## config.mk

```make
export PLATFORM = sky130hd
export DESIGN_NAME = usb_port_reset_ctrl
export DESIGN_NICKNAME = d
export VERILOG_FILES = /design/src/rtl/usb_port_pkg.sv /design/src/rtl/usb_port_rst_timer.sv /design/src/rtl/usb_port_status.sv /design/src/rtl/usb_port_reset_ctrl.sv
export SDC_FILE = /design/constraint.sdc
export NUM_CORES = 1
export LEC_CHECK = 0
export ABC_AREA = 1
export BUFFER_PORTS_ARGS = -buffer_cell sky130_fd_sc_hd__buf_2
export CELL_PAD_IN_SITES_DETAIL_PLACEMENT = 1
export CELL_PAD_IN_SITES_GLOBAL_PLACEMENT = 2
export CORE_ASPECT_RATIO = 1.2
export CORE_MARGIN = 2
export CORE_UTILIZATION = 25
export CTS_CLUSTER_DIAMETER = 120
export DETAILED_ROUTE_END_ITERATION = 10
export MAX_ROUTING_LAYER = met4
export PLACE_DENSITY = 0.79
export SYNTH_ARGS = -nofsm -noshare
export SYNTH_HDL_FRONTEND = slang
export SYNTH_SLANG_ARGS = --single-unit
```

## constraint.sdc

```tcl
create_clock -name clk -period 1.8 [get_ports clk]
set_input_delay 0.09 -clock clk [delete_from_list [all_inputs] [get_ports clk]]
set_output_delay 0.09 -clock clk [all_outputs]
set_load 0.03 [all_outputs]
```

## src/rtl/usb_port_pkg.sv

```systemverilog
package usb_port_pkg;
  typedef enum logic [1:0] {
    SPD_FULL = 2'b00,
    SPD_LOW  = 2'b01,
    SPD_HIGH = 2'b10,
    SPD_RSVD = 2'b11
  } port_speed_e;

  localparam int BIT_CONNECTED = 0;
  localparam int BIT_ENABLED   = 1;
  localparam int BIT_EN_CHG    = 2;
  localparam int BIT_RESET     = 3;
  localparam int BIT_OWNER     = 4;
  localparam int BIT_SPEED_LSB = 5;
  localparam int BIT_HISPEED   = 7;
  localparam int BIT_IRQ_EN    = 0;
endpackage

```

## src/rtl/usb_port_rst_timer.sv

```systemverilog
module usb_port_rst_timer #(
  parameter int RESET_CYCLES = 480000
) (
  input  logic clk,
  input  logic rst_n,
  input  logic start,
  output logic active,
  output logic done
);
  localparam int CNT_W = (RESET_CYCLES > 1) ? $clog2(RESET_CYCLES + 1) : 1;
  localparam logic [CNT_W-1:0] LOAD_VAL = CNT_W'(RESET_CYCLES - 1);

  logic             active_q, active_d;
  logic [CNT_W-1:0] cnt_q, cnt_d;
  logic             cnt_en, launch;

  assign launch = start && !active_q;
  assign done   = active_q && (cnt_q == '0);

  always_comb begin
    cnt_en   = launch || (active_q && (cnt_q != '0));
    cnt_d    = launch ? LOAD_VAL : (cnt_q - 1'b1);
    active_d = active_q;
    if (launch)    active_d = 1'b1;
    else if (done) active_d = 1'b0;
  end

  always_ff @(posedge clk or negedge rst_n) begin
    if (!rst_n) begin
      active_q <= 1'b0;
    end else begin
      active_q <= active_d;
    end
  end

  always_ff @(posedge clk or negedge rst_n) begin
    if (!rst_n) begin
      cnt_q <= '0;
    end else if (cnt_en) begin
      cnt_q <= cnt_d;
    end
  end

  assign active = active_q;

  // a running reset is neither ended early nor reloaded by new starts
  assert_reset_holds_R2: assert property (@(posedge clk) disable iff (!rst_n)
    (active_q && (cnt_q != '0)) |=> (active_q && (cnt_q == $past(cnt_q) - 1'b1)));

  // completion always drops the active state
  assert_reset_ends_R3: assert property (@(posedge clk) disable iff (!rst_n)
    (done && !start) |=> !active_q);
endmodule

```

## src/rtl/usb_port_status.sv

```systemverilog
module usb_port_status
  import usb_port_pkg::*;
(
  input  logic       clk,
  input  logic       rst_n,
  input  logic       connected,
  input  logic [1:0] det_speed,
  input  logic       rst_start,
  input  logic       rst_done,
  input  logic       chg_clr,
  output logic       enabled,
  output logic       en_chg,
  output logic [1:0] speed,
  output logic       hispeed
);
  logic       en_q, en_d;
  logic       chg_q, chg_d, chg_upd;
  logic [1:0] spd_q, spd_d;
  logic       hs_q, hs_d, spd_upd;
  logic       attach_done;

  assign attach_done = rst_done && connected;

  always_comb begin
    en_d = en_q;
    if (!connected)       en_d = 1'b0;
    else if (rst_start)   en_d = 1'b0;
    else if (attach_done) en_d = 1'b1;
  end

  always_comb begin
    chg_upd = attach_done || chg_clr;
    chg_d   = attach_done;
  end

  always_comb begin
    spd_upd = !connected || rst_start || attach_done;
    spd_d   = SPD_FULL;
    hs_d    = 1'b0;
    if (attach_done && connected) begin
      spd_d = (det_speed == SPD_RSVD) ? SPD_FULL : det_speed;
      hs_d  = (det_speed == SPD_HIGH);
    end
  end

  always_ff @(posedge clk or negedge rst_n) begin
    if (!rst_n) begin
      en_q <= 1'b0;
    end else begin
      en_q <= en_d;
    end
  end

  always_ff @(posedge clk or negedge rst_n) begin
    if (!rst_n) begin
      chg_q <= 1'b0;
    end else if (chg_upd) begin
      chg_q <= chg_d;
    end
  end

  always_ff @(posedge clk or negedge rst_n) begin
    if (!rst_n) begin
      spd_q <= SPD_FULL;
      hs_q  <= 1'b0;
    end else if (spd_upd) begin
      spd_q <= spd_d;
      hs_q  <= hs_d;
    end
  end

  assign enabled = en_q;
  assign en_chg  = chg_q;
  assign speed   = spd_q;
  assign hispeed = hs_q;

  // completion with a device enables the port and flags the change
  assert_done_enables_R4: assert property (@(posedge clk) disable iff (!rst_n)
    attach_done |=> (en_q && chg_q));

  // flag and speed field agree
  assert_hs_agrees_R6: assert property (@(posedge clk) disable iff (!rst_n)
    hs_q == (spd_q == SPD_HIGH));

  // reserved code is never recorded
  assert_no_rsvd_speed_R5: assert property (@(posedge clk) disable iff (!rst_n)
    spd_q != SPD_RSVD);

  // disconnect clears the enabled state
  assert_disconnect_clears_R10: assert property (@(posedge clk) disable iff (!rst_n)
    !connected |=> (!en_q && (spd_q == SPD_FULL)));
endmodule

```

## src/rtl/usb_port_reset_ctrl.sv

```systemverilog
module usb_port_reset_ctrl
  import usb_port_pkg::*;
#(
  parameter int ADDR_W       = 2,
  parameter int DATA_W       = 32,
  parameter int RESET_CYCLES = 480000
) (
  input  logic              clk,
  input  logic              rst_n,
  input  logic              wr_en,
  input  logic [ADDR_W-1:0] wr_addr,
  input  logic [DATA_W-1:0] wr_data,
  input  logic [ADDR_W-1:0] rd_addr,
  output logic [DATA_W-1:0] rd_data,
  input  logic              dev_connected,
  input  logic [1:0]        dev_speed,
  output logic              port_irq
);
  localparam logic [ADDR_W-1:0] ADDR_PORT  = ADDR_W'(0);
  localparam logic [ADDR_W-1:0] ADDR_IRQEN = ADDR_W'(1);

  logic       port_wr, irqen_wr;
  logic       rst_start, rst_active, rst_done, chg_clr;
  logic       enabled, en_chg, hispeed;
  logic [1:0] speed;
  logic       ie_q, ie_d;

  assign port_wr   = wr_en && (wr_addr == ADDR_PORT);
  assign irqen_wr  = wr_en && (wr_addr == ADDR_IRQEN);
  assign rst_start = port_wr && wr_data[BIT_RESET] && !rst_active;
  assign chg_clr   = port_wr && wr_data[BIT_EN_CHG];
  assign ie_d      = wr_data[BIT_IRQ_EN];

  usb_port_rst_timer #(.RESET_CYCLES(RESET_CYCLES)) u_timer (
    .clk    (clk),
    .rst_n  (rst_n),
    .start  (rst_start),
    .active (rst_active),
    .done   (rst_done)
  );

  usb_port_status u_status (
    .clk       (clk),
    .rst_n     (rst_n),
    .connected (dev_connected),
    .det_speed (dev_speed),
    .rst_start (rst_start),
    .rst_done  (rst_done),
    .chg_clr   (chg_clr),
    .enabled   (enabled),
    .en_chg    (en_chg),
    .speed     (speed),
    .hispeed   (hispeed)
  );

  always_ff @(posedge clk or negedge rst_n) begin
    if (!rst_n) begin
      ie_q <= 1'b0;
    end else if (irqen_wr) begin
      ie_q <= ie_d;
    end
  end

  always_comb begin
    rd_data = '0;
    if (rd_addr == ADDR_PORT) begin
      rd_data[BIT_CONNECTED]                 = dev_connected;
      rd_data[BIT_ENABLED]                   = enabled;
      rd_data[BIT_EN_CHG]                    = en_chg;
      rd_data[BIT_RESET]                     = rst_active;
      rd_data[BIT_OWNER]                     = 1'b0;
      rd_data[BIT_SPEED_LSB+1:BIT_SPEED_LSB] = speed;
      rd_data[BIT_HISPEED]                   = hispeed;
    end else if (rd_addr == ADDR_IRQEN) begin
      rd_data[BIT_IRQ_EN] = ie_q;
    end
  end

  assign port_irq = en_chg && ie_q;

  // an accepted start shows the reset running and the port disabled
  assert_start_R1: assert property (@(posedge clk) disable iff (!rst_n)
    rst_start |=> (rst_active && !enabled));

  // clearing the change bit with no completion drops the interrupt
  assert_irq_clear_R9: assert property (@(posedge clk) disable iff (!rst_n)
    (chg_clr && !rst_done) |=> !port_irq);
endmodule

```

==> results of run 1 <==
-- synthesized netlist by cell type --
| cell | instances | area [sq um] |
|---|---|---|
| conb_1 | 1 | 3.750 |
| nor2_1 | 42 | 157.7 |
| nand3_1 | 22 | 110.1 |
| buf_6 | 2 | 22.52 |
| nor3_1 | 1 | 5.000 |
| nand4_1 | 5 | 31.28 |
| xnor2_1 | 1 | 8.760 |
| nand2_2 | 1 | 6.260 |
| o21ai_2 | 3 | 26.28 |
| o21ai_1 | 3 | 15.01 |
| dfrtp_1 | 25 | 625.6 |
| inv_2 | 1 | 3.750 |
| and2_1 | 1 | 6.260 |
| xor2_1 | 4 | 35.03 |
| nand2_1 | 77 | 289.0 |
| ha_1 | 1 | 12.51 |
| mux2_2 | 1 | 11.26 |
| nand3b_1 | 1 | 7.510 |
| inv_1 | 29 | 108.9 |
| o21ai_0 | 6 | 30.03 |
| a21boi_1 | 1 | 7.510 |
| buf_2 | 1 | 5.000 |
| a21oi_1 | 1 | 5.000 |
| buf_4 | 26 | 195.2 |
| nor2_2 | 2 | 12.51 |
| or2_2 | 2 | 12.51 |
| nand2_4 | 2 | 22.52 |
| nand3_4 | 1 | 17.52 |
| nor2_4 | 1 | 11.26 |
-- through the flow --
step / cell area (sq um) / hold slack (ns)
final: 2090 / 0.04500
after global routing: 2090 / 0.03841
after CTS: 2063 / 0.03463
after detailed placement: 2007 / 0.1485
after global placement: 2007 / 0.1448
after floorplan: 1896 / -0.2056
-- cells in the final DEF, fill, tap and decap left out, drive strengths merged --
cell type | netlist | layout
nand2 | 80 | 80
nor2 | 45 | 45
buf | 29 | 36
inv | 30 | 30
conb | 1 | 25
dfrtp | 25 | 25
nand3 | 23 | 23
o21ai | 12 | 12
nand4 | 5 | 5
xor2 | 4 | 4
clkbuf | 0 | 3
or2 | 2 | 2
a21oi | 1 | 1
xnor2 | 1 | 1
nand3b | 1 | 1
mux2 | 1 | 1
nor3 | 1 | 1
and2 | 1 | 1
a21boi | 1 | 1
ha | 1 | 1
clkinv | 0 | 1
dlygate4sd3 | 0 | 1
-- where the power goes --
group          internal [uW]  switching (uW)  total (uW)
logic                   21.4             101         122
registers                565            3.75         569
clock network            156             202         357
-- cell type report --
type / count / area share [%]
Tap cell: 87 / 5.210
Multi-Input combinational cell: 204 / 45.51
Timing Repair Buffer: 37 / 11.62
Inverter: 30 / 5.509
Sequential cell: 25 / 29.94
Clock buffer: 3 / 1.976
Clock inverter: 1 / 0.2395
-- worst paths after layout --
check / slack, ns / to / cells after the start
min reg2reg: 0.49 / u_timer.cnt_q[18] / 2
min: 0.04 / ie_q / 2
min in group asynchronous: 0.36 / u_status.hispeed / 2
max in group asynchronous: 1.04 / u_timer.cnt_q[0] / 2
max reg2reg: 0.14 / u_timer.cnt_q[0] / 10
max: 0.14 / u_timer.cnt_q[0] / 10
-- layer usage --
layer | share of wire [%] | vias up
met4 | 1.3 | 0
met2 | 52 | 31
li1 | - | 834
met3 | 3.7 | 5
met5 | 0 | -
met1 | 43 | 790
-- flip-flops by register name, summed over array words and instances, names as in the netlist --
signal	cells
u_timer.cnt_q	19
u_status.speed	1
u_status.en_chg	1
u_status.hispeed	1
ie_q	1
u_status.enabled	1
u_timer.active	1
-- kinds of logic (layout without fill, tap and decap cells) --
family / after synthesis / after routing
buffers and inverters: 59 / 71
AOI/OAI and AO/OA: 14 / 14
and+or+nand+nor: 158 / 158
other: 1 / 25
adders and majority gates: 1 / 1
xor gates and xnor gates: 5 / 5
DFF: 25 / 25
muxes: 1 / 1
-- repair_timing --
item | in CTS | in global routing
setup buffers | 0 | 1
endpoints found under the hold margin | 25 | 0
hold buffers | 1 | 0
gates resized for setup | 0 | 7
endpoints found under the setup margin | 0 | 18
-- worst register-to-register path, stage by stage, from the launching register on --
cell	delay, ns
dfrtp_1	0.41
inv_1	0.09
ha_1	0.18
nand2_2	0.09
nor2_4	0.15
nand3_4	0.10
nand2_4	0.11
nand2_8	0.10
buf_12	0.18
nor2_1	0.08
nor2_1	0.05
==> reports/metrics.csv, run 1 <==
metric,value,unit
cpMaxStageDelayCell,dfrtp_1,
hold_start,wr_data[0],
routed-via-count,1660,
critPathRequiredTime,1.97,ns
power.leakage,0.001071,uW
final_period_minus_worst_setup_slack,1.657,ns
layout.area.seq,625.6,sq um
synth_fa_ha_area_share,0.6930,%
post_synth_inst_count,264,
timing.slew.headroom,58.04,%
main_combinational_cell_family_by_area_after_synthesis,simple AND/OR/NAND/NOR gates,
clock_tree.root_cell,clkbuf_8,
overflow,0,
detailedRoute.firstIterationViolations,29,
ctsHtreeMaxLevel,1,
synthXorXnorAreaFrac,2.426,%
width_of_the_die,81.58,um
postSynthRegisterBits,25,
worst-endpoint-arrival,1.83,ns
multi_input_comb_area,950.9,sq um
final_nets,344,
final_min_period_over_clock_period,92.06,%
min_path_type,in -> reg,
numCtsBuffers,3,
cp.buffers_inverters,2,
place_inst,381,
maxCapViolations,0,
fin_util,30.30,%
setup_tns,0,ns
place_worst_setup_slack,0.07679,ns
synth_compound_gate_area_share,4.643,%
die-area,7920,sq um
ir_worst_vdd,0.0002539,V
route.antenna.remaining_nets,0,
path_max_fanout,12,
post_route_cells_drive_above_1_share,19.00,%
post_drt_via_cell_ratio,4.289,
setup_slack,0.1429,ns
report.final.hold_viol_count,0,
port-buffer-count,20,
clock_sinks,25,
critical_path.cell_chain,inv_1 -> ha_1 -> nand2_2 -> nor2_4 -> nand3_4 -> nand2_4 -> nand2_8 -> buf_12 -> nor2_1 -> nor2_1,
timing_worst_setup_path_type,reg -> reg,
p_per_area,501.8,nW/um^2
syn_avg_cell_area,6.839,sq um
unrepaired_setup_endpoints_after_global_routing,false,
diodes,0,
finalClockSkew,0.006929,ns
worstSetupStartpointType,flop,
fill_cells,896,
status,completed,
die_h,97.09,um
critPathMostFrequentCell,nor2_1,
num_io_pins,75,
critical_path.startpoint,u_timer.cnt_q[0],
cts_tree,done,
mappedNetlistArea,1805,sq um
num_rows,33,
critPathTopFamily,simple AND/OR/NAND/NOR gates,
place_congestion,0.7773,
yosys.cell_types.count,29,
slew_viol_final,0,
setup_viol_count_final,0,
grt_first_pass_wirelength,7.969,mm
count_of_yosys_warnings_during_synthesis,0,
met3_usage,1.766,%
gr-usage-met2,23.64,%
synth.yosys.seq_area_share,34.65,%
groute.usage.overall,13.29,%
grt_util_met1,15.24,%
post-route-drc-count,0,
clock.fmax,603.5,MHz
grt_busiest_layer,met2,
grt_pass1_vias,1722,
clock_latency_of_the_later_clocked_register_in_the_worst_skew_pair,0.28,ns
finalWirelength,4.672,mm
crit_path_max_incr_delay,0.41,ns
yosys-mux-area-fraction,0.6237,%
grt_max_degree,26,
start_util,26.18,%
end_kind,flop,
crit-reg2reg-launch,u_timer.cnt_q[0],
final_cells,387,
antenna_violations_before_repair,0,
tightestPinTransition,0.6293,ns
core_area,6895,sq um
design_power_total,1049,uW
area.growth.synth_to_final,15.73,%
first_pass_iters,4,
place.detailed.hpwl,3.665,mm
routed_wire_length_per_instance,12.07,um
yosys.area_share.simple,38.18,%
clk_transition_reported_paths,0.09,ns
ctsLongestPathBuffers,2,
Power figures use the tool's default switching activity.
==> inputs of run 2 (changes only) <==
GPL_TIMING_DRIVEN = 0   (was not set)
==> reports/metrics.csv, run 2 (same netlist as run 1, synthesis figures left out) <==
metric,value,unit,change
critPathMostFrequentCell,nand2_1,,
clock_latency_of_the_later_clocked_register_in_the_worst_skew_pair,0.28,ns,about the same
timing_worst_setup_path_type,reg -> reg,,
grt_pass1_vias,1693,,-1.7%
worst-endpoint-arrival,1.82,ns,about the same
number_of_flip_flops_under_the_largest_register_name,19,,unchanged
route.antenna.remaining_nets,0,,unchanged
power.leakage,0.001172,uW,+9.5%
ctsHtreeMaxLevel,1,,unchanged
final_cell_area,2225,sq um,+6.5%
finalWirelength,4.916,mm,+5.2%
mostFrequentLayoutCell,nand2_1,,
detailedRoute.firstIterationViolations,43,,+48%
ctsLongestPathBuffers,2,,unchanged
critPathRequiredTime,1.98,ns,about the same
worst_r2r_path_depth,10,,unchanged
clock.fmax,607.5,MHz,+0.67%
groute.usage.overall,13.08,%,-0.21 points
min_path_type,in -> reg,,
num_rows,33,,unchanged
overflow,0,,unchanged
critical_path.cell_chain,inv_2 -> ha_4 -> nand2_2 -> nor2_4 -> nand3_4 -> nand2_4 -> nand2_8 -> buf_6 -> nand2_1 -> nand2_1,,
min_to,ie_q,,
core_area,6895,sq um,unchanged
crit-reg2reg-launch,u_timer.cnt_q[0],,
finalClockSkew,0.005638,ns,-0.001291 ns
setup_slack,0.1538,ns,+0.01095 ns
status,completed,,
rr_endpoint,u_timer.cnt_q[17],,
post_drt_via_cell_ratio,4.232,,-1.3%
clock_sinks,25,,unchanged
registers.top_by_ff_count,u_timer.cnt_q,,
final_min_period_over_clock_period,91.45,%,-0.61 points
post_route_cells_drive_above_1_share,23.58,%,+4.6 points
report.final.hold_viol_count,0,,unchanged
place_congestion,0.7854,,+1.0%
final_period_minus_worst_setup_slack,1.646,ns,-0.01095 ns
cpMaxStageDelayCell,dfrtp_1,,
timing.slew.headroom,57.52,%,-0.52 points
die-area,7920,sq um,unchanged
final_nets,362,,+5.2%
first_pass_iters,4,,unchanged
routed-via-count,1714,,+3.3%
cts_tree,done,,
start_util,26.18,%,unchanged
place_worst_setup_slack,-0.1009,ns,-0.1777 ns
path_max_fanout,10,,-2
die_h,97.09,um,unchanged
final_cell_mix,"nand2_1, nor2_1, buf_4",,
end_kind,flop,,
setup_viol_count_final,0,,unchanged
clock_tree.root_cell,clkbuf_8,,
tightestPinTransition,0.6371,ns,+0.007804 ns
p_per_area,493.0,nW/um^2,-1.8%
post-route-drc-count,0,,unchanged
placedInstanceArea,2105,sq um,+4.9%
area.growth.synth_to_final,23.22,%,
ir_worst_vdd,0.0002556,V,+0.67%
width_of_the_die,81.58,um,unchanged
grt_first_pass_wirelength,7.893,mm,-0.95%
numCtsBuffers,3,,unchanged
grt_max_degree,26,,unchanged
slew_viol_final,0,,unchanged
routed_wire_length_per_instance,12.14,um,+0.55%
num_io_pins,75,,unchanged
design_power_total,1097,uW,+4.6%
diodes,0,,unchanged
hold_start,wr_data[0],,
clk_transition_reported_paths,0.10,ns,about the same
antenna_violations_before_repair,0,,unchanged
worstHoldPathCells,2,,unchanged
place.detailed.hpwl,3.759,mm,+2.6%
port-buffer-count,20,,unchanged
crit_path_max_incr_delay,0.42,ns,about the same
worstSetupStartpointType,flop,,
critical_path.startpoint,u_timer.cnt_q[0],,
reg2reg_setup_slack,0.15,ns,about the same
maxCapViolations,0,,unchanged
[run 2: cell count changes in the layout (fill, tap and decap cells not counted), sizes merged]
cell	previous run	this run
buf	36	54
clkbuf	3	4
clkinv	1	0
[run 2: critical path, delay by kind of cell, from the launching register on]
family,cells,cell delay [ns]
and+or+nand+nor,7,0.65
buffers and inverters,2,0.29
DFF,1,0.42
adders and majority gates,1,0.17
[run 2: through the flow]
stage                     setup TNS [ns]  hold slack (ns)  cells  utilization [%]
after floorplan                        0          -0.2056    288                -
after global placement            -1.074           0.1443    395            30.52
after detailed placement          -1.053           0.1517    395            30.52
after CTS                              0          0.02404    400            31.36
after global routing           -0.009915          0.03308    405            32.26
final                                  0          0.03478    405            32.26
[run 2: worst max path at each step]
stage,to,cells past startpoint
floorplan,u_timer.cnt_q[3],10
global placement,u_timer.cnt_q[7],10
detailed placement,u_timer.cnt_q[17],10
CTS,u_timer.cnt_q[17],10
global route,u_timer.cnt_q[7],10
finish,u_timer.cnt_q[17],10
[run 2: routing by layer]
| metal | vias to the layer above | global-route usage [%] | wire length, um |
|---|---|---|---|
| met5 | - | - | 0 |
| met4 | 0 | 3.077 | 27 |
| met3 | 2 | 1.766 | 177 |
| met2 | 33 | 23.52 | 2618 |
| met1 | 809 | 15.06 | 2093 |
| li1 | 870 | - | - |
[run 2: area by class of cell]
| class | count | area [sq um] |
|---|---|---|
| well taps | 87 | 108.9 |
| multi-input cells | 204 | 958.4 |
| inverters | 30 | 112.6 |
| clock buffers | 4 | 45.04 |
| fillers | 905 | 4671 |
| plain buffers | 29 | 226.5 |
| repair buffers | 26 | 147.6 |
| flip-flops and latches | 25 | 625.6 |
[run 2: repair_timing]
action / CTS / global route
hold buffers: 1 / 0
pin swaps: 1 / 2
setup endpoints to repair: 20 / 20
resized for setup: 2 / 5
endpoints found under the hold margin: 25 / 0
setup buffers: 0 / 5
gates cloned: 0 / 0
[run 2: report_power, final]
part	total, uW	switching, uW	leakage (uW)	internal (uW)
sequential	569	3.56	0.000265	565
combinational	166	108	0.000885	57.9
clock	362	202	0.0000228	159
==> inputs of run 3 (changes only) <==
PLACE_DENSITY = 0.77   (was 0.79)
SYNTH_HIERARCHICAL = 1   (was not set)
==> reports/metrics.csv, run 3 <==
metric,value,unit,change
yosys.cell_types.count,27,,-6.9%
slew_viol_final,0,,unchanged
ctsLongestPathBuffers,2,,unchanged
status,completed,,
ys_top_cells_by_area,"dfrtp_1, nand2_1, buf_4",,
mappedNetlistArea,1953,sq um,+8.2%
start_util,25.63,%,-0.55 points
number_of_flip_flops_under_the_largest_register_name,19,,unchanged
crit-reg2reg-launch,u_timer/cnt_q[0],,
maxCapViolations,0,,unchanged
share_seq_of_total_power,51.7,%,-0.2 points
final_nets,387,,+6.9%
syn_avg_cell_area,6.805,sq um,-0.49%
ys_dominant_reg_cell,dfrtp_1,,
hold_start,dev_speed[0],,
ctsHtreeMaxLevel,1,,unchanged
clock_sinks,25,,unchanged
finalClockSkew,0.001970,ns,-0.003668 ns
final_period_minus_worst_setup_slack,1.698,ns,+0.05173 ns
internal-power,781.5,uW,-0.13%
post_drt_via_cell_ratio,4.278,,+1.1%
width_of_the_die,84.69,um,+3.8%
setup_tns,0,ns,unchanged
grt_first_pass_wirelength,8.935,mm,+13%
routed-via-count,1861,,+8.6%
die_h,100.8,um,+3.8%
clk_transition_reported_paths,0.10,ns,about the same
combinational_share_of_power,15.5,%,+0.3 points
tightestPinTransition,0.6303,ns,-0.006820 ns
first_pass_iters,6,,+2
diodes,0,,unchanged
post_synth_inst_count,287,,+8.7%
count_of_yosys_warnings_during_synthesis,6,,+6
min_path_type,in -> reg,,
final_min_period_over_clock_period,94.33,%,+2.9 points
crit_path_max_incr_delay,0.40,ns,-0.02 ns
p_switching,321.4,uW,+2.3%
post_route_cells_drive_above_1_share,29.74,%,+6.2 points
fill_cells,1029,,+14%
core_area,7620,sq um,+11%
grt_pass1_vias,1879,,+11%
critPathRequiredTime,1.98,ns,about the same
timing.slew.headroom,57.98,%,+0.45 points
clock.fmax,589.0,MHz,-3.0%
numCtsBuffers,3,,unchanged
overflow,0,,unchanged
final_cell_area,2375,sq um,+6.7%
final_cell_mix,"nand2_1, nand3_1, nor2_1",,
grt_max_degree,26,,unchanged
critical_path.cell_chain,inv_2 -> ha_2 -> nand3_4 -> nor2_4 -> nand3_4 -> nand2_8 -> nand2_4 -> buf_6 -> nand2_2 -> nand2_1,,
num_io_pins,75,,unchanged
routed_wire_length_per_instance,11.89,um,-2.1%
critPathMostFrequentCell,nand3_4,,
timing_worst_setup_path_type,reg -> reg,,
detailedRoute.firstIterationViolations,38,,-12%
synth.largest_area_cell,dfrtp_1,,
placedInstanceArea,2258,sq um,+7.3%
p_per_area,464.4,nW/um^2,-5.8%
yosys.cell_count.top_type,nand2_1,,
proportion_of_total_power_due_to_net_switching,29.14,%,+0.50 points
place.detailed.hpwl,3.931,mm,+4.6%
ir_worst_vdd,0.0002545,V,-0.43%
clock_latency_of_the_later_clocked_register_in_the_worst_skew_pair,0.27,ns,about the same
route.antenna.remaining_nets,0,,unchanged
cpMaxStageDelayCell,dfrtp_1,,
power.clock.fraction,32.8,%,-0.2 points
postSynthRegisterBits,25,,unchanged
setup_viol_count_final,0,,unchanged
report.final.hold_viol_count,0,,unchanged
port-buffer-count,20,,unchanged
post-route-drc-count,0,,unchanged
worst-endpoint-arrival,1.87,ns,+0.05 ns
end_kind,flop,,
clock_tree.root_cell,clkbuf_8,,
num_rows,35,,+6.1%
design_power_total,1103,uW,+0.57%
worstSetupStartpointType,flop,,
ys_top_cells_by_count,"nand2_1, nand3_1, nor2_1",,
synth.yosys.seq_area_share,32.03,%,-2.6 points
cts_tree,done,,
power.leakage,0.001240,uW,+5.8%
async_flop_share,100.0,%,unchanged
post_synth_edffs,0,,unchanged
registers.top_by_ff_count,u_timer/cnt_q,,
yosys.area.top_type_share,32.03,%,-2.6 points
finalWirelength,5.171,mm,+5.2%
path_max_fanout,10,,unchanged
die-area,8538,sq um,+7.8%
groute.usage.overall,13.19,%,+0.11 points
place_congestion,0.7907,,+0.67%
reg2reg_setup_slack,0.10,ns,-0.05 ns
antenna_violations_before_repair,0,,unchanged
mostFrequentLayoutCell,nand2_1,,
area.growth.synth_to_final,21.59,%,
fin_util,31.17,%,-1.1 points
critical_path.startpoint,u_timer/cnt_q[0],,
[run 3: worst max-delay path, delay by kind of cell, from the launching register on]
kind,cells,cell delay (ns)
fa+ha+maj,1,0.21
buf+inv,2,0.24
flops,1,0.40
simple gates,7,0.74
[run 3: final timing paths]
check | endpoint | depth (start not counted)
min in group asynchronous | u_timer/cnt_q[11] | 2
setup / recovery | u_timer/cnt_q[4] | 10
setup reg to reg | u_timer/cnt_q[4] | 10
hold / removal | u_status/speed[0] | 3
max in group asynchronous | u_timer/cnt_q[8] | 2
hold reg to reg | u_timer/cnt_q[18] | 2
[run 3: layer usage]
metal	wire, um	global-route usage [%]	vias to the layer above	part of all wire, %
met5	0	-	-	0
met2	2730	24.23	32	53
met4	41	2.930	0	0.79
met3	141	1.474	4	2.7
met1	2257	15.46	872	44
li1	-	-	953	-
[run 3: per-stage QoR]
stage / setup WS (ns) / hold slack (ns) / cells
final: 0.1021 / 0.05558 / 435
after global placement: -0.08960 / 0.1508 / 423
after CTS: 0.001514 / 0.04917 / 429
after floorplan: 0.1922 / -0.2056 / 311
after global routing: -0.008206 / 0.06368 / 435
after detailed placement: -0.1190 / 0.1625 / 423
[run 3: cell families after synthesis]
logic type | after synthesis | synth area share (%)
xor gates and xnor gates | 2 | 0.8970
adders and majority gates | 1 | 0.6405
DFF | 25 | 32.03
buffers and inverters | 67 | 18.77
AOI/OAI and AO/OA | 8 | 2.050
other | 1 | 0.1920
and+or+nand+nor | 183 | 45.42
[run 3: power by group through the flow]
stage / Sequential (uW) / Clock [uW] / Combinational, uW
after detailed placement: 581 / 0 / 170
after global placement: 582 / 0 / 168
after global routing: 571 / 391 / 185
final: 570 / 361 / 171
after CTS: 571 / 376 / 171
after floorplan: 580 / 0 / 134
[run 3: layout make-up]
class	instances	area, sq um	area share, %
multi-input cells	219	1059	44.57
flip-flops and latches	25	625.6	26.34
plain buffers	31	232.7	9.800
repair buffers	28	162.7	6.849
inverters	36	135.1	5.690
well taps	92	115.1	4.847
clock buffers	4	45.04	1.897
[run 3: timing repair]
| item | 4_1_cts | 5_1_grt |
|---|---|---|
| setup endpoints to repair | 19 | 20 |
| pin swaps | 1 | 1 |
| setup buffers | 1 | 6 |
| hold buffers | 1 | 0 |
| hold endpoints to repair | 25 | 0 |
| resized for setup | 1 | 4 |
